File: src/rtl/sfc_pkg.sv
// Shared register indices, field positions and sequencer states for the
// serial flash command engine. Field positions are fixed by software.
package sfc_pkg;

    typedef enum logic [2:0] {
        RA_MODE = 3'd0,
        RA_CMD  = 3'd1,
        RA_STAT = 3'd2,
        RA_TXD  = 3'd3,
        RA_RXD  = 3'd4
    } reg_sel_e;

    localparam int MODE_SW_BIT    = 28;
    localparam int MODE_DSEL_LSB  = 4;
    localparam int MODE_PRESC_LSB = 8;

    localparam int CMD_TX_LSB     = 0;
    localparam int CMD_RX_LSB     = 4;
    localparam int CMD_GO_BIT     = 7;
    localparam int CMD_IEN_BIT    = 8;
    localparam int CMD_BANK_LSB   = 12;

    localparam int STAT_DONE_BIT  = 8;
    localparam int STAT_BUSY_BIT  = 15;

    typedef enum logic [1:0] {
        SH_IDLE  = 2'd0,
        SH_SHIFT = 2'd1,
        SH_GAP   = 2'd2
    } sh_state_e;

endpackage

File: src/rtl/sfc_regs.sv
// Register file and launch decode.
// Holds mode, command, transmit and done state, and decodes a start request.
// Assumes a single write per clock. While busy, command writes are dropped.
module sfc_regs
    import sfc_pkg::*;
#(
    parameter int NUM_CS    = 4,
    parameter int PRESC_W   = 8,
    parameter int DSEL_W    = 4,
    parameter int MAX_BYTES = 4,
    localparam int BANK_W   = $clog2(NUM_CS),
    localparam int CNT_W    = $clog2(MAX_BYTES + 1),
    localparam int WORD_W   = 8 * MAX_BYTES
) (
    input  logic                clk,
    input  logic                rst_n,
    input  logic                reg_we,
    input  logic [2:0]          reg_addr,
    input  logic [31:0]         reg_wdata,
    output logic [31:0]         reg_rdata,
    input  logic                busy,
    input  logic                fin,
    input  logic [WORD_W-1:0]   rx_word,
    output logic                launch,
    output logic [CNT_W-1:0]    l_txn,
    output logic [CNT_W-1:0]    l_rxn,
    output logic [BANK_W-1:0]   l_bank,
    output logic [PRESC_W-1:0]  l_presc,
    output logic [DSEL_W-1:0]   l_dsel,
    output logic [WORD_W-1:0]   tx_word,
    output logic                done,
    output logic                ien
);

    logic                sw_q;
    logic [NUM_CS-1:0]   en_q;
    logic [DSEL_W-1:0]   dsel_q;
    logic [PRESC_W-1:0]  presc_q;
    logic [CNT_W-1:0]    txn_q, rxn_q;
    logic [BANK_W-1:0]   bank_q;
    logic [31:0]         txd_q;
    logic                cmd_wr;
    logic [CNT_W-1:0]    w_txn, w_rxn;
    logic [BANK_W-1:0]   w_bank;
    wire                 unused_wdata = ^reg_wdata;

    // Clamp a requested byte count to the supported maximum.
    function automatic logic [CNT_W-1:0] clip(input logic [3:0] v);
        return (v > 4'(MAX_BYTES)) ? CNT_W'(MAX_BYTES) : CNT_W'(v);
    endfunction

    // Decode the command fields and the start condition.
    always_comb begin
        cmd_wr = reg_we && (reg_addr == RA_CMD) && !busy;
        w_txn  = clip(reg_wdata[CMD_TX_LSB +: 4]);
        w_rxn  = clip({1'b0, reg_wdata[CMD_RX_LSB +: 3]});
        w_bank = reg_wdata[CMD_BANK_LSB +: BANK_W];
        launch = cmd_wr && reg_wdata[CMD_GO_BIT] && sw_q && en_q[w_bank];
    end

    assign l_txn   = w_txn;
    assign l_rxn   = w_rxn;
    assign l_bank  = w_bank;
    assign l_presc = presc_q;
    assign l_dsel  = dsel_q;
    assign tx_word = txd_q[WORD_W-1:0];

    // Mode word storage.
    always_ff @(posedge clk) begin
        if (!rst_n) begin
            sw_q    <= 1'b0;
            en_q    <= '0;
            dsel_q  <= '0;
            presc_q <= '0;
        end else if (reg_we && reg_addr == RA_MODE) begin
            sw_q    <= reg_wdata[MODE_SW_BIT];
            en_q    <= reg_wdata[NUM_CS-1:0];
            dsel_q  <= reg_wdata[MODE_DSEL_LSB +: DSEL_W];
            presc_q <= reg_wdata[MODE_PRESC_LSB +: PRESC_W];
        end
    end

    // Command word storage, only accepted when idle.
    always_ff @(posedge clk) begin
        if (!rst_n) begin
            txn_q  <= '0;
            rxn_q  <= '0;
            bank_q <= '0;
            ien    <= 1'b0;
        end else if (cmd_wr) begin
            txn_q  <= w_txn;
            rxn_q  <= w_rxn;
            bank_q <= w_bank;
            ien    <= reg_wdata[CMD_IEN_BIT];
        end
    end

    // Transmit word storage.
    always_ff @(posedge clk) begin
        if (!rst_n)
            txd_q <= '0;
        else if (reg_we && reg_addr == RA_TXD)
            txd_q <= reg_wdata;
    end

    // Sticky completion flag; completion wins over a clear.
    always_ff @(posedge clk) begin
        if (!rst_n)
            done <= 1'b0;
        else if (fin)
            done <= 1'b1;
        else if (reg_we && reg_addr == RA_STAT && !reg_wdata[STAT_DONE_BIT])
            done <= 1'b0;
    end

    // Read multiplexer.
    always_comb begin
        reg_rdata = '0;
        unique case (reg_addr)
            RA_MODE: begin
                reg_rdata[MODE_SW_BIT]                 = sw_q;
                reg_rdata[NUM_CS-1:0]                  = en_q;
                reg_rdata[MODE_DSEL_LSB +: DSEL_W]     = dsel_q;
                reg_rdata[MODE_PRESC_LSB +: PRESC_W]   = presc_q;
            end
            RA_CMD: begin
                reg_rdata[CMD_TX_LSB +: CNT_W]         = txn_q;
                reg_rdata[CMD_RX_LSB +: CNT_W]         = rxn_q;
                reg_rdata[CMD_IEN_BIT]                 = ien;
                reg_rdata[CMD_BANK_LSB +: BANK_W]      = bank_q;
            end
            RA_STAT: begin
                reg_rdata[STAT_DONE_BIT]               = done;
                reg_rdata[STAT_BUSY_BIT]               = busy;
            end
            RA_TXD:  reg_rdata = txd_q;
            RA_RXD:  reg_rdata = 32'(rx_word);
            default: reg_rdata = '0;
        endcase
    end

endmodule

File: src/rtl/sfc_clkgen.sv
// Bit-period divider. While run is high, counts P clocks per bit, marks
// the high half of the serial clock and the last clock of each bit.
// Assumes presc >= 2 whenever run is high.
module sfc_clkgen #(
    parameter int PRESC_W = 8
) (
    input  logic               clk,
    input  logic               rst_n,
    input  logic               run,
    input  logic [PRESC_W-1:0] presc,
    output logic               hi_phase,
    output logic               bit_end
);

    logic [PRESC_W-1:0] cnt;
    logic [PRESC_W-1:0] low_len;

    assign low_len  = presc - (presc >> 1);
    assign hi_phase = run && (cnt >= low_len);
    assign bit_end  = run && (cnt == presc - 1'b1);

    // Phase counter within one bit period.
    always_ff @(posedge clk) begin
        if (!rst_n || !run)
            cnt <= '0;
        else if (bit_end)
            cnt <= '0;
        else
            cnt <= cnt + 1'b1;
    end

endmodule

File: src/rtl/sfc_shifter.sv
// Transfer sequencer. Latches a launch, drives one chip select, shifts
// outgoing bytes MSB first, gathers incoming bits, then waits out the
// chip-select recovery time before signalling completion.
// Assumes launch only arrives while idle.
module sfc_shifter
    import sfc_pkg::*;
#(
    parameter int NUM_CS    = 4,
    parameter int PRESC_W   = 8,
    parameter int DSEL_W    = 4,
    parameter int MAX_BYTES = 4,
    localparam int BANK_W   = $clog2(NUM_CS),
    localparam int CNT_W    = $clog2(MAX_BYTES + 1),
    localparam int WORD_W   = 8 * MAX_BYTES,
    localparam int BIT_W    = $clog2(2 * WORD_W + 1)
) (
    input  logic               clk,
    input  logic               rst_n,
    input  logic               launch,
    input  logic [CNT_W-1:0]   l_txn,
    input  logic [CNT_W-1:0]   l_rxn,
    input  logic [BANK_W-1:0]  l_bank,
    input  logic [PRESC_W-1:0] l_presc,
    input  logic [DSEL_W-1:0]  l_dsel,
    input  logic [WORD_W-1:0]  tx_word,
    input  logic               miso,
    input  logic               hi_phase,
    input  logic               bit_end,
    output logic               run,
    output logic [PRESC_W-1:0] presc_eff,
    output logic [NUM_CS-1:0]  cs_n,
    output logic               sclk,
    output logic               mosi,
    output logic               busy,
    output logic               fin,
    output logic [WORD_W-1:0]  rx_word
);

    sh_state_e          st;
    logic [BIT_W-1:0]   bitn, nbits_q, rx_start_q, l_nbits;
    logic [DSEL_W-1:0]  dsel_q, gcnt;
    logic [BANK_W-1:0]  bank_q;
    logic [WORD_W-1:0]  txsh, tx_load;
    logic               start_ok;

    assign l_nbits  = BIT_W'({l_txn, 3'b000}) + BIT_W'({l_rxn, 3'b000});
    assign start_ok = (st == SH_IDLE) && launch;

    // Arrange counted outgoing bytes so byte 0 leaves first; zero the rest.
    always_comb begin
        tx_load = '0;
        for (int i = 0; i < MAX_BYTES; i++) begin
            if (CNT_W'(i) < l_txn)
                tx_load[WORD_W-1-8*i -: 8] = tx_word[8*i +: 8];
        end
    end

    // Sequencer state, bit position and latched transfer settings.
    always_ff @(posedge clk) begin
        if (!rst_n) begin
            st         <= SH_IDLE;
            bitn       <= '0;
            nbits_q    <= '0;
            rx_start_q <= '0;
            dsel_q     <= '0;
            gcnt       <= '0;
            bank_q     <= '0;
            presc_eff  <= PRESC_W'(2);
            txsh       <= '0;
        end else begin
            unique case (st)
                SH_IDLE: begin
                    if (start_ok && l_nbits != '0) begin
                        st         <= SH_SHIFT;
                        bitn       <= '0;
                        nbits_q    <= l_nbits;
                        rx_start_q <= BIT_W'({l_txn, 3'b000});
                        dsel_q     <= l_dsel;
                        bank_q     <= l_bank;
                        presc_eff  <= (l_presc < PRESC_W'(2)) ? PRESC_W'(2) : l_presc;
                        txsh       <= tx_load;
                    end
                end
                SH_SHIFT: begin
                    if (bit_end) begin
                        txsh <= txsh << 1;
                        if (bitn == nbits_q - 1'b1) begin
                            st   <= SH_GAP;
                            gcnt <= '0;
                        end else begin
                            bitn <= bitn + 1'b1;
                        end
                    end
                end
                SH_GAP: begin
                    if (bit_end) begin
                        if (gcnt == dsel_q)
                            st <= SH_IDLE;
                        else
                            gcnt <= gcnt + 1'b1;
                    end
                end
                default: st <= SH_IDLE;
            endcase
        end
    end

    // Incoming shift register: cleared on start, filled during receive bits.
    always_ff @(posedge clk) begin
        if (!rst_n)
            rx_word <= '0;
        else if (start_ok)
            rx_word <= '0;
        else if (st == SH_SHIFT && bit_end && bitn >= rx_start_q)
            rx_word <= {rx_word[WORD_W-2:0], miso};
    end

    assign run  = (st != SH_IDLE);
    assign busy = (st != SH_IDLE);
    assign sclk = (st == SH_SHIFT) && hi_phase;
    assign mosi = (st == SH_SHIFT) && txsh[WORD_W-1];
    assign fin  = ((st == SH_GAP) && bit_end && (gcnt == dsel_q)) ||
                  (start_ok && l_nbits == '0);

    // One active-low select per device.
    for (genvar i = 0; i < NUM_CS; i++) begin : g_cs
        assign cs_n[i] = !((st == SH_SHIFT) && (bank_q == BANK_W'(i)));
    end

endmodule

File: src/rtl/sfc_engine.sv
// Top of the serial flash command engine: register file, bit divider and
// transfer sequencer. Mode 0 serial link, single data line each way.
// Assumes software keeps the serial clock within the devices' limit.
module sfc_engine #(
    parameter int NUM_CS    = 4,
    parameter int PRESC_W   = 8,
    parameter int DSEL_W    = 4,
    parameter int MAX_BYTES = 4
) (
    input  logic              clk,
    input  logic              rst_n,
    input  logic              reg_we,
    input  logic [2:0]        reg_addr,
    input  logic [31:0]       reg_wdata,
    output logic [31:0]       reg_rdata,
    output logic              sclk,
    output logic [NUM_CS-1:0] cs_n,
    output logic              mosi,
    input  logic              miso,
    output logic              irq
);

    localparam int BANK_W = $clog2(NUM_CS);
    localparam int CNT_W  = $clog2(MAX_BYTES + 1);
    localparam int WORD_W = 8 * MAX_BYTES;

    logic               busy, fin, done, ien, launch, run, hi_phase, bit_end;
    logic [CNT_W-1:0]   l_txn, l_rxn;
    logic [BANK_W-1:0]  l_bank;
    logic [PRESC_W-1:0] l_presc, presc_eff;
    logic [DSEL_W-1:0]  l_dsel;
    logic [WORD_W-1:0]  tx_word, rx_word;

    sfc_regs #(
        .NUM_CS(NUM_CS), .PRESC_W(PRESC_W), .DSEL_W(DSEL_W), .MAX_BYTES(MAX_BYTES)
    ) u_regs (
        .clk(clk), .rst_n(rst_n), .reg_we(reg_we), .reg_addr(reg_addr),
        .reg_wdata(reg_wdata), .reg_rdata(reg_rdata), .busy(busy), .fin(fin),
        .rx_word(rx_word), .launch(launch), .l_txn(l_txn), .l_rxn(l_rxn),
        .l_bank(l_bank), .l_presc(l_presc), .l_dsel(l_dsel), .tx_word(tx_word),
        .done(done), .ien(ien)
    );

    sfc_clkgen #(.PRESC_W(PRESC_W)) u_clkgen (
        .clk(clk), .rst_n(rst_n), .run(run), .presc(presc_eff),
        .hi_phase(hi_phase), .bit_end(bit_end)
    );

    sfc_shifter #(
        .NUM_CS(NUM_CS), .PRESC_W(PRESC_W), .DSEL_W(DSEL_W), .MAX_BYTES(MAX_BYTES)
    ) u_shift (
        .clk(clk), .rst_n(rst_n), .launch(launch), .l_txn(l_txn), .l_rxn(l_rxn),
        .l_bank(l_bank), .l_presc(l_presc), .l_dsel(l_dsel), .tx_word(tx_word),
        .miso(miso), .hi_phase(hi_phase), .bit_end(bit_end), .run(run),
        .presc_eff(presc_eff), .cs_n(cs_n), .sclk(sclk), .mosi(mosi),
        .busy(busy), .fin(fin), .rx_word(rx_word)
    );

    assign irq = done && ien;

endmodule

File: config.mk
export PLATFORM = sky130hd
export DESIGN_NAME = sfc_engine
export DESIGN_NICKNAME = d
export VERILOG_FILES = /design/src/rtl/sfc_pkg.sv /design/src/rtl/sfc_regs.sv /design/src/rtl/sfc_clkgen.sv /design/src/rtl/sfc_shifter.sv /design/src/rtl/sfc_engine.sv
export SDC_FILE = /design/constraint.sdc
export NUM_CORES = 1
export LEC_CHECK = 0
export CAP_MARGIN = 20
export CELL_PAD_IN_SITES_DETAIL_PLACEMENT = 1
export CELL_PAD_IN_SITES_GLOBAL_PLACEMENT = 1
export CORE_MARGIN = 5
export CORE_UTILIZATION = 41
export CTS_BUF_LIST = sky130_fd_sc_hd__clkbuf_4 sky130_fd_sc_hd__clkbuf_8
export DETAILED_ROUTE_END_ITERATION = 7
export PLACE_DENSITY_LB_ADDON = 0.1
export SYNTH_ARGS = -nofsm -noshare
export SYNTH_HDL_FRONTEND = slang
export SYNTH_HIERARCHICAL = 1
export SYNTH_SLANG_ARGS = --single-unit
export TNS_END_PERCENT = 5
File: constraint.sdc
create_clock -name clk -period 3.6 [get_ports clk]
set_clock_uncertainty 0.2 [all_clocks]
set_input_delay 0.9 -clock clk [delete_from_list [all_inputs] [get_ports clk]]
set_output_delay 0.9 -clock clk [all_outputs]
set_load 0.05 [all_outputs]
-- Word-level counts from Yosys, hierarchy flattened
Cells that the tools add are included.
- register bits after elaboration: 168
- $add $sub $neg: 7
- order comparisons: 10
- equality and inequality tests: 19
- mux-type cells: 41
- bitwise operators: 1
- reductions and logical operators: 50
- operators by type and width (kind ; number):
    32-bit 2-to-1 mux ; 2
    32-bit one-hot mux with 2 select lines ; 1
    8-bit 2-to-1 mux ; 5
    1-bit logical AND ; 25
    12-bit one-hot mux with 2 select lines ; 1
    3-bit one-hot mux with 4 select lines ; 2
    7-bit 2-to-1 mux ; 3
    4-bit 2-to-1 mux ; 4
    7-bit one-hot mux with 2 select lines ; 1
    1-bit one-hot mux with 3 select lines ; 4
    2-bit 2-to-1 mux ; 5
    5-bit AND reduction ; 2
    3-bit one-hot mux with 3 select lines ; 1
    8-bit by 1-bit adder with 8-bit output (second input constant) ; 1
    8-bit equality test ; 1
    8-bit >= comparator ; 1
    8-bit by 2-bit less-than comparator with 1-bit output (second input constant) ; 1
    2-bit by 1-bit != test with 1-bit output (second input constant) ; 4
    2-bit one-hot mux with 4 select lines ; 1
    4-bit one-hot mux with 2 select lines ; 1
    2-bit nonzero test ; 4
    8-bit by 1-bit subtractor with 8-bit output (second input constant) ; 1
    8-bit by 7-bit subtractor with 8-bit output ; 1
    6-bit by 6-bit adder with 7-bit output ; 1
    other kinds (35) ; 55

-- Depth between registers and ports, before layout
Gate-level depths: netlist (run 1).
- depth in word-level cells: 10
- depth in mapped cells: 15
- mapped depth without buffers: 15

-- By module
Netlist (run 1), hierarchy kept.
- by module, submodules not included (module ; times used ; cells each ; area an instance (µm²) ; seq. area each (µm²)):
    sfc_shifter ; 1 ; 493 ; 4319.1 ; 1961.9
    sfc_regs ; 1 ; 366 ; 3012.9 ; 1181.1
    sfc_clkgen ; 1 ; 135 ; 1181.1 ; 160.2
    sfc_engine ; 1 ; 1 ; 6.3 ; 0.0

-- Worst setup path before layout (run 1)
OpenSTA, ideal clock, no wires.
- path kind: reg-to-output
- start point: reg u_shift.presc_eff[1]
- end point: out sclk
- arrival: 2.842 ns
- required time: 2.500 ns
- slack: -0.342 ns
- stages on the path, launching flop included: 15
- path buffers: 0
- cells stage by stage: dfxtp_1 > ha_1 > inv_1 > fa_1 > nand2b_1 > a21oi_1 > o21ba_2 > or4_1 > nand3_1 > ha_1 > o21a_1 > o21ai_0 > a21o_1 > o31ai_1 > and2_1
- word-level cells in the longest chain between the ends: 4
- RTL lines (element ; line ; RTL):
    start: declaration ; sfc_shifter.sv:30 ; output logic [PRESC_W-1:0] presc_eff,
    start signal: assignment ; sfc_shifter.sv:80 ; presc_eff <= (l_presc < PRESC_W'(2)) ? PRESC_W'(2) : l_presc;
    8-bit by 7-bit subtractor with 8-bit output ; sfc_clkgen.sv:18 ; assign low_len = presc - (presc >> 1);
    8-bit >= comparator ; sfc_clkgen.sv:19 ; assign hi_phase = run && (cnt >= low_len);
    1-bit logical AND ; sfc_clkgen.sv:19 ;
    via hi_phase ; sfc_engine.sv:27 ; logic busy, fin, done, ien, launch, run, hi_phase, bit_end;
    1-bit logical AND ; sfc_shifter.sv:120 ; assign sclk = (st == SH_SHIFT) && hi_phase;
    end: declaration ; sfc_engine.sv:16 ; output logic sclk,
The timed path passes the listed nets, and every way through them passes these cells.

-- Worst setup path after layout (run 1)
- start point: reg u_shift.presc_eff[0]
- end point: out sclk
The elaborated chain is that of the path after synthesis.

==> results of run 1 <==
-- cell usage after synthesis (5+ instances only) --
library cell | count | share of area [%]
a211oi_1 | 9 | 0.79
a21boi_0 | 37 | 3.3
a21boi_1 | 18 | 1.6
a21o_1 | 6 | 0.53
a21oi_1 | 32 | 1.9
a221oi_1 | 24 | 2.5
a22o_1 | 14 | 1.4
a22oi_1 | 8 | 0.70
a311oi_2 | 7 | 1.2
and2_1 | 7 | 0.51
buf_2 | 24 | 1.4
buf_4 | 11 | 0.97
clkbuf_1 | 25 | 1.1
dfxtp_1 | 165 | 39
ha_1 | 37 | 5.4
inv_1 | 31 | 1.4
mux2i_1 | 54 | 6.3
nand2_1 | 225 | 9.9
nand2b_1 | 8 | 0.59
nand3_1 | 17 | 1.0
nand3b_1 | 11 | 0.97
nand4_1 | 9 | 0.66
nor2_1 | 52 | 2.3
nor2b_1 | 5 | 0.37
nor3_1 | 31 | 1.8
nor3b_1 | 5 | 0.44
o211ai_1 | 8 | 0.70
o21ai_0 | 15 | 0.88
xnor2_1 | 21 | 2.2
xor2_1 | 14 | 1.4
-- layer usage --
layer | global-route usage [%] | wire [um]
met1 | 28.7 | 11900
met2 | 37.1 | 13400
met3 | 3.18 | 683
met4 | 6.98 | 394
met5 | 0 | 0
-- state kept, by name (all words and copies together), names as in the netlist, 3 cells and up --
name,flops
u_shift/rx_start_q,3
u_shift/dsel_q,4
u_regs/rxn_q,3
u_shift/nbits_q,4
u_regs/l_dsel,4
u_shift/txsh,32
u_clkgen/cnt,8
u_regs/txn_q,3
u_shift/presc_eff,8
u_shift/gcnt,4
u_regs/l_presc,8
u_regs/tx_word,32
u_shift/rx_word,32
u_shift/bitn,7
u_regs/en_q,4
-- power groups by stage --
stage	logic, uW	clock network [uW]	registers (uW)
final	288	1390	1850
after global placement	275	0	1890
after floorplan	128	0	1890
after global routing	307	1500	1850
after CTS	282	1420	1850
after detailed placement	279	0	1900
-- cells in the final DEF, fill, tap and decap left out, drive strengths merged, types with 17 or more instances in the layout --
cell           synthesis  final
nand3                 17     17
inv                   31     37
a21boi                55     55
o21ai                 20     20
nor2                  53     53
clkbuf                25     21
clkdlybuf4s50          0     40
buf                   40    133
nand2                225    225
a221oi                24     24
ha                    37     37
nor3                  32     32
xnor2                 21     21
a21oi                 34     34
mux2i                 54     54
dfxtp                165    165
-- critical path, cell delays in order (launching register included) --
cell	delay (ns)
dfxtp_2	0.33
inv_2	0.05
ha_2	0.17
inv_1	0.05
fa_2	0.34
nand2b_1	0.09
a21oi_2	0.07
o21ba_2	0.20
or4_1	0.42
nand3_2	0.08
ha_1	0.22
o21a_1	0.19
o21ai_2	0.13
a21o_1	0.10
o31ai_1	0.06
and2_4	0.15
buf_12	0.14
-- what timing repair did --
action                     CTS  global route
setup buffers                1             1
pin swaps                    2             4
cloned                       0             2
gates resized for setup      9            28
setup endpoints to repair    8            84
-- worst paths after layout --
path / start / end / slack, ns / depth (start not counted)
hold / removal: u_shift/rx_start_q[4]$_SDFFE_PN0P_ / u_shift/rx_start_q[4]$_SDFFE_PN0P_ / 0.26 / 2
setup / recovery: u_shift/presc_eff[0]$_SDFFE_PN0P_ / sclk / -0.76 / 16
setup reg to reg: u_shift/presc_eff[1]$_SDFFE_PN1P_ / u_shift/bitn[5]$_SDFFE_PN0P_ / 0.40 / 15
hold reg to reg: u_shift/rx_start_q[4]$_SDFFE_PN0P_ / u_shift/rx_start_q[4]$_SDFFE_PN0P_ / 0.26 / 2
-- cell families after synthesis --
group,after synthesis,share of synthesized area [%]
AOI/OAI and AO/OA,206,18.2
xor gates and xnor gates,35,3.60
adders and majority gates,39,5.90
buffers and inverters,97,5.46
DFF,165,38.8
muxes,55,6.61
and+or+nand+nor,398,21.5
-- metrics by stage --
stage          hold WS [ns]  TNS, ns  cell area [um^2]
2_1_floorplan         0.232   -0.526              8530
3_3_place_gp          0.242   -22.03             10500
3_5_place_dp          0.249   -23.60             10500
4_1_cts               0.260   -0.842             10900
5_1_grt               0.289    -1.14             11100
6_report              0.262   -0.762             11100
-- final cells by class --
cell class	instances	area (um^2)
clock inverter	12	144
inverter	32	120
tap	270	338
sequential	165	3310
clock buffer	19	249
multi-input combinational	733	4940
timing repair buffer	177	2020
fill	2336	9240
==> metrics.cfg, run 1 <==
[status]
status=complete, but fails checks
violations=negative setup slack

[drt]
wire_per_inst_um=18.7
drc=0
dr.pass1.iters=5
antenna_left=0
via_count=7605
drt_wl_total_um=26300
drtIter0Drc=316
viasPerCell=5.40

[global_route]
grt_use_total_pct=21.9
grt_pass1_vias=7792
grt_pass1_wl_um=41600
grt_overflow=0
antenna_found_initial=0
grt_max_degree=73

[pwr]
p_leak_uw=0.00412
intPower_uw=2610
pwr-share-clk_pct=39.3
switching_share_pct=25.9
switchingPower_uw=913
vdd_ir_drop_max_mv=0.217
combPwrFrac_pct=8.2
power.density_nw_per_um2=317
total_power_uw=3530
seqPwrFrac_pct=52.5

[yosys]
syn-num-nets=1073
yosysWarnings=6
syn_area_per_cell_um2=8.56
synthCells=995
synth_edf_count=0
synth_ff_type=dfxtp_1
synth_seq_cells=165
async_flop_share_pct=0
ys_types=73
synthesis.area_um2=8520
seq_area_frac_synth_pct=38.8

[place]
dp_slack_ns=-0.436
hpwl_um=19400
dp_cells=1373
io_buffers=77
gp_congestion=0.817

[setup_path]
path_max_fanout=2
critPathKind=flip-flop to output port
crit_path_start_kind=flip-flop
end_kind=output port
worstPathRequired_ns=2.50
critPathArrivalTime_ns=3.26

[hold_path]
hold_path_class=flip-flop to flip-flop

[sta]
period_needed_ns=4.36
rsz0062_at_grt=true
worst_slack_ns=-0.762
timing.fmax_mhz=229
finalCritPeriodShare_pct=121
final_max_slew_viol_count=0
finalHoldViolCount=0
finalSetupViolations=1
tightestPinTransition_ns=0.736
slew_headroom_pct=51.0

[clocking]
htree_num_levels=4
clockRootBuffer=clkbuf_8
cts_tree=done
cts.sinks=165
cts_made_buffers=17
clkLatencyLatePin_ns=0.47
cts_max_path_buffers=2
hold_buffers=0
path_clk_slew_ns=0.09

[floorplanning]
die_h_um=154
initial_utilization_pct=41.8
coreArea_um2=20400
num_io_pins=78
die_x_um=154
dieArea_um2=23800
num_rows=52

[job]
cap_violations=0

[layout]
area_delta_synth_final_pct=30.5
diodes=0
layoutNonFillerInstCount=1408
drive_gt1_share_pct=19.7
final_util_pct=54.6
nNetsFinal=1204

Note: power is estimated with default switching activity, not from simulation.
==> inputs of run 2 (changes only) <==
- CORE_UTILIZATION: 41 -> 49
- clock period: 3.6 -> 5.09 ns (I/O delays scaled with it)
==> metrics.cfg, run 2 (synthesized netlist as in run 1, its figures left out) <==
[clocking]
htree_num_levels=4  ; unchanged
clkLatencyLatePin_ns=0.46  ; was 0.47 ns
cts_max_path_buffers=2  ; unchanged
hold_buffers=0  ; unchanged
path_clk_slew_ns=0.09  ; about the same
cts.sinks=165  ; unchanged
clockRootBuffer=clkbuf_8  ; unchanged
cts_tree=done  ; unchanged
cts_made_buffers=17  ; unchanged

[global_route]
grt_use_total_pct=25.2  ; was 21.9%
grt_max_degree=74  ; was 73
grt_pass1_wl_um=40200  ; was 41600 um
grt_pass1_vias=7532  ; was 7792
grt_overflow=0  ; unchanged
antenna_found_initial=0  ; unchanged

[drt]
viasPerCell=5.79  ; was 5.40
dr.pass1.iters=5  ; unchanged
drt_wl_total_um=25500  ; was 26300 um
drtIter0Drc=471  ; was 316
wire_per_inst_um=19.8  ; was 18.7 um
drc=0  ; unchanged
antenna_left=0  ; unchanged
via_count=7466  ; was 7605

[place]
gp_congestion=0.797  ; was 0.817
io_buffers=77  ; unchanged
hpwl_um=18300  ; was 19400 um

[floorplanning]
num_io_pins=78  ; unchanged
die_h_um=142  ; was 154 um
coreArea_um2=17200  ; was 20400 um^2
die_x_um=142  ; was 154 um
num_rows=48  ; was 52
initial_utilization_pct=49.6  ; was 41.8%
dieArea_um2=20100  ; was 23800 um^2

[sta]
tightestPinTransition_ns=0.814  ; was 0.736 ns
slew_headroom_pct=45.8  ; was 51.0%
finalSetupViolations=0  ; was 1
period_needed_ns=4.88
fin_setup_tns_ns=0  ; was -0.762 ns
final_max_slew_viol_count=0  ; unchanged
finalCritPeriodShare_pct=95.9
finalHoldViolCount=0  ; unchanged
timing.fmax_mhz=205

[status]
status=complete, no violations  ; was complete, but fails checks

[layout]
final_util_pct=59.7  ; was 54.6%
multi_input_area_um2=4790  ; was 4940 um^2
nNetsFinal=1129  ; was 1204
diodes=0  ; unchanged
layout_commonest_cell=nand2_1  ; unchanged
area_delta_synth_final_pct=20.4  ; was 30.5%
final-seq-area_um2=3310  ; unchanged
fillers=2014  ; was 2336
mostFrequentLayoutCells=nand2_1, dfxtp_1, mux2i_1  ; was nand2_1, dfxtp_1, buf_4
drive_gt1_share_pct=11.7  ; was 19.7%

[setup_path]
cp_num_buf_inv=3  ; unchanged
path_common_cell=inv_1
crit_slowest_cell=or4_1  ; unchanged
crit_path_start_kind=flip-flop  ; unchanged
critPathArrivalTime_ns=3.41  ; was 3.26 ns
critPathKind=flip-flop to output port  ; unchanged
crit_family=compound AO/OA/AOI/OAI gates  ; unchanged
slowest_delay_ns=0.40  ; was 0.42 ns
path_max_fanout=4  ; was 2
end_kind=output port  ; unchanged
path_cells=inv_1 -> ha_2 -> inv_1 -> fa_2 -> nand2b_1 -> a21oi_1 -> o21ba_2 -> or4_1 -> nand3_1 -> ha_1 -> o21a_1 -> o21ai_2 -> a21o_1 -> o31ai_1 -> and2_1 -> buf_6  ; was inv_2 -> ha_2 -> inv_1 -> fa_2 -> nand2b_1 -> a21oi_2 -> o21ba_2 -> or4_1 -> nand3_2 -> ha_1 -> o21a_1 -> o21ai_2 -> a21o_1 -> o31ai_1 -> and2_4 -> buf_12
worstPathRequired_ns=3.62  ; was 2.50 ns

[pwr]
power.density_nw_per_um2=257  ; was 317 nW/um^2
seqPwrFrac_pct=49.7  ; was 52.5%
vdd_ir_drop_max_mv=0.165  ; was 0.217 mV
switching_share_pct=24.3  ; was 25.9%
pwr-share-clk_pct=43.9  ; was 39.3%
combPwrFrac_pct=6.4  ; was 8.2%
p_leak_uw=0.00362  ; was 0.00412 uW
switchingPower_uw=639  ; was 913 uW
intPower_uw=2000  ; was 2610 uW
total_power_uw=2640  ; was 3530 uW

[hold_path]
hold_path_class=flip-flop to flip-flop  ; unchanged

[job]
cap_violations=0  ; unchanged

## run 2: cell count changes in the layout (fill, tap and decap cells not counted), sizes merged
cell	delta
dlymetal6s2s	-2
clkinv	-3
clkdlybuf4s50	+3
buf	-74
clkbuf	-1
bufinv	+3
## run 2: layout make-up
cell class,instances,area share [%]
clock buffers,20,2.62
clock inverters,12,2.09
repair buffers,102,12.4
multi-input cells,733,46.7
well taps,225,2.75
inverters,32,1.17
flip-flops and latches,165,32.2
## run 2: metal layers
metal | GRT usage [%] | routed length [um]
met1 | 33.7 | 11500
met2 | 43.0 | 12800
met3 | 4.11 | 992
met4 | 5.35 | 234
met5 | 0 | 0
## run 2: stage by stage
stage          instances  area (um^2)  hold slack [ns]  setup slack, ns
2_1_floorplan        995         8520            0.232            0.619
3_3_place_gp        1257         9750            0.243            0.496
3_5_place_dp        1257         9750            0.255            0.358
4_1_cts             1289        10200            0.266           0.0354
5_1_grt             1289        10300            0.294         -0.00750
6_report            1289        10300            0.266            0.209
## run 2: repair_timing
item                       in CTS  in global routing
setup buffers                   0                  0
pin swaps                       0                  0
gates resized for setup         2                  6
setup endpoints to repair       1                  1
## run 2: path summary, 6_finish.rpt
| kind | startpoint | end | slack, ns | cells past startpoint |
|---|---|---|---|---|
| max | u_shift/presc_eff[0]$_SDFFE_PN0P_ | sclk | 0.21 | 16 |
| min | u_shift/rx_start_q[5]$_SDFFE_PN0P_ | u_shift/rx_start_q[5]$_SDFFE_PN0P_ | 0.27 | 2 |
| max reg2reg | u_shift/presc_eff[2]$_SDFFE_PN0P_ | u_shift/rx_word[6]$_SDFFE_PP0P_ | 1.01 | 12 |
| min reg2reg | u_shift/rx_start_q[5]$_SDFFE_PN0P_ | u_shift/rx_start_q[5]$_SDFFE_PN0P_ | 0.27 | 2 |
## run 2: power by group through the flow
stage / logic [uW] / clock network (uW) / registers, uW
floorplan: 90.8 / 0 / 1330
global placement: 164 / 0 / 1340
detailed placement: 167 / 0 / 1340
CTS: 168 / 1180 / 1310
global route: 178 / 1230 / 1310
finish: 168 / 1160 / 1310
## run 2: worst reg2reg max path, stage by stage, from the launching register on
cell,delay (ns)
dfxtp_1,0.41
inv_1,0.17
ha_1,0.22
a21boi_1,0.15
o21ai_1,0.27
a21boi_1,0.14
xnor2_1,0.63
and2_1,0.36
inv_1,0.09
nor2_1,0.34
a21boi_4,0.25
buf_4,0.47
mux2i_1,0.31
==> inputs of run 3 (changes only) <==
- CORE_MARGIN: 5 -> default
==> metrics.cfg, run 3 (synthesized netlist as in run 1, its figures left out) <==
[clocking]
hold_buffers=0  ; unchanged
clkLatencyLatePin_ns=0.48  ; was 0.46 ns
cts_made_buffers=17  ; unchanged
htree_num_levels=4  ; unchanged
path_clk_slew_ns=0.10  ; was 0.09 ns
clockRootBuffer=clkbuf_8  ; unchanged
cts.sinks=165  ; unchanged
cts_max_path_buffers=2  ; unchanged
cts_tree=done  ; unchanged

[layout]
area_delta_synth_final_pct=19.8  ; was 20.4%
final_util_pct=60.9  ; was 59.7%
fillers=1941  ; was 2014
mostFrequentLayoutCells=nand2_1, dfxtp_1, mux2i_1  ; unchanged
diodes=0  ; unchanged
nNetsFinal=1133  ; was 1129
layout_commonest_cell=nand2_1  ; unchanged
drive_gt1_share_pct=12.3  ; was 11.7%

[job]
cap_violations=0  ; unchanged

[setup_path]
cp_num_buf_inv=3  ; unchanged
rrSetupSlack_ns=1.14  ; was 1.01 ns
critPathKind=flip-flop to output port  ; unchanged
path_max_fanout=3  ; was 4
path_cells=inv_2 -> ha_2 -> inv_1 -> fa_2 -> nand2b_1 -> a21oi_1 -> o21ba_2 -> or4_4 -> nand3_2 -> ha_1 -> o21a_1 -> o21ai_2 -> a21o_1 -> o31ai_1 -> and2_1 -> buf_6  ; was inv_1 -> ha_2 -> inv_1 -> fa_2 -> nand2b_1 -> a21oi_1 -> o21ba_2 -> or4_1 -> nand3_1 -> ha_1 -> o21a_1 -> o21ai_2 -> a21o_1 -> o31ai_1 -> and2_1 -> buf_6
critPathArrivalTime_ns=3.44  ; was 3.41 ns
crit_family=compound AO/OA/AOI/OAI gates  ; unchanged
end_kind=output port  ; unchanged
slowest_delay_ns=0.42  ; was 0.40 ns
crit_slowest_cell=or4_4  ; was or4_1
crit_path_start_kind=flip-flop  ; unchanged
worstPathRequired_ns=3.62  ; about the same

[global_route]
grt_overflow=0  ; unchanged
grt_use_total_pct=29.7  ; was 25.2%
grt_max_degree=74  ; unchanged
grt_pass1_wl_um=41100  ; was 40200 um
antenna_found_initial=0  ; unchanged
grt_pass1_vias=7722  ; was 7532

[sta]
finalCritPeriodShare_pct=96.6  ; was 95.9%
timing.fmax_mhz=203  ; was 205 MHz
fin_setup_tns_ns=0  ; unchanged
final_max_slew_viol_count=0  ; unchanged
rsz0062_at_grt=false
period_needed_ns=4.91  ; was 4.88 ns
tightestPinTransition_ns=1.11  ; was 0.814 ns
finalSetupViolations=0  ; unchanged
finalHoldViolCount=0  ; unchanged
hold-worst-slack_ns=0.264  ; was 0.266 ns
slew_headroom_pct=25.6  ; was 45.8%

[drt]
wire_per_inst_um=20.2  ; was 19.8 um
via_count=7549  ; was 7466
antenna_left=0  ; unchanged
drt_wl_total_um=26000  ; was 25500 um
viasPerCell=5.86  ; was 5.79
drtIter0Drc=474  ; was 471
dr.pass1.iters=5  ; unchanged
drc=0  ; unchanged

[floorplanning]
num_io_pins=78  ; unchanged
initial_utilization_pct=50.8  ; was 49.6%
dieArea_um2=17900  ; was 20100 um^2
die_h_um=134  ; was 142 um
die_x_um=134  ; was 142 um
coreArea_um2=16800  ; was 17200 um^2
num_rows=47  ; was 48

[place]
io_buffers=77  ; unchanged
hpwl_um=18500  ; was 18300 um
gp_congestion=0.820  ; was 0.797

[hold_path]
hold_path_class=flip-flop to flip-flop  ; unchanged

[pwr]
power.density_nw_per_um2=239  ; was 257 nW/um^2
vdd_ir_drop_max_mv=0.170  ; was 0.165 mV
p_leak_uw=0.00359  ; was 0.00362 uW

[status]
status=complete, no violations  ; unchanged

-- run 3: cell count changes in the layout (fill, tap and decap cells not counted), sizes merged --
cell | previous run | this run
buf | 59 | 63
bufinv | 5 | 1
clkbuf | 20 | 19
clkinvlp | 0 | 3
inv | 37 | 39
-- run 3: area by class of cell --
class / instances / area [um^2] / share of cell area, %
Sequential cell: 165 / 3310 / 32.4
Timing Repair Buffer: 106 / 1320 / 12.9
Multi-Input combinational cell: 733 / 4790 / 46.9
Inverter: 32 / 120 / 1.18
Tap cell: 220 / 275 / 2.70
Clock inverter: 13 / 139 / 1.36
Clock buffer: 19 / 255 / 2.50
-- run 3: what timing repair did --
action                                  in CTS  in global routing
endpoints found under the setup margin       1                  1
pin swaps                                    0                  1
gates resized for setup                      3                 10
buffers inserted                             0                  1
-- run 3: metal layers --
layer	vias to the layer above	wire, um	global-route usage (%)	part of all wire [%]
met3	37	1130	5.14	4.3
met2	183	13000	51.2	50
li1	3584	-	-	-
met4	0	548	10.7	2.1
met1	3745	11300	37.0	44
met5	-	0	0	0
-- run 3: tightest hold or removal path, cell delays in order (launching register included) --
cell	delay, ns
dfxtp_1	0.32
nand2_1	0.05
a21oi_1	0.05
-- run 3: report_power, final --
group / switching, uW / internal, uW
clock: 540 / 422
combinational: 97.8 / 69.6
sequential: 12.0 / 1300
total: 650 / 1790
-- run 3: worst paths after layout --
check / start / cells after the start / to
worst max-delay path: u_shift/presc_eff[0]$_SDFFE_PN0P_ / 16 / sclk
worst min-delay path: u_shift/txsh[0]$_SDFFE_PN0P_ / 2 / u_shift/txsh[0]$_SDFFE_PN0P_
worst max register to register: u_shift/presc_eff[2]$_SDFFE_PN0P_ / 12 / u_shift/rx_word[11]$_SDFFE_PP0P_
worst min register to register: u_shift/txsh[0]$_SDFFE_PN0P_ / 2 / u_shift/txsh[0]$_SDFFE_PN0P_
-- run 3: metrics by stage --
step | setup WS, ns | instances | total power [uW] | cell area (um^2)
floorplan | 0.619 | 995 | 1430 | 8520
global placement | 0.508 | 1255 | 1500 | 9780
detailed placement | 0.394 | 1255 | 1510 | 9780
CTS | 0.0161 | 1287 | 2460 | 10200
global route | 0.0170 | 1288 | 2520 | 10200
finish | 0.175 | 1288 | 2440 | 10200
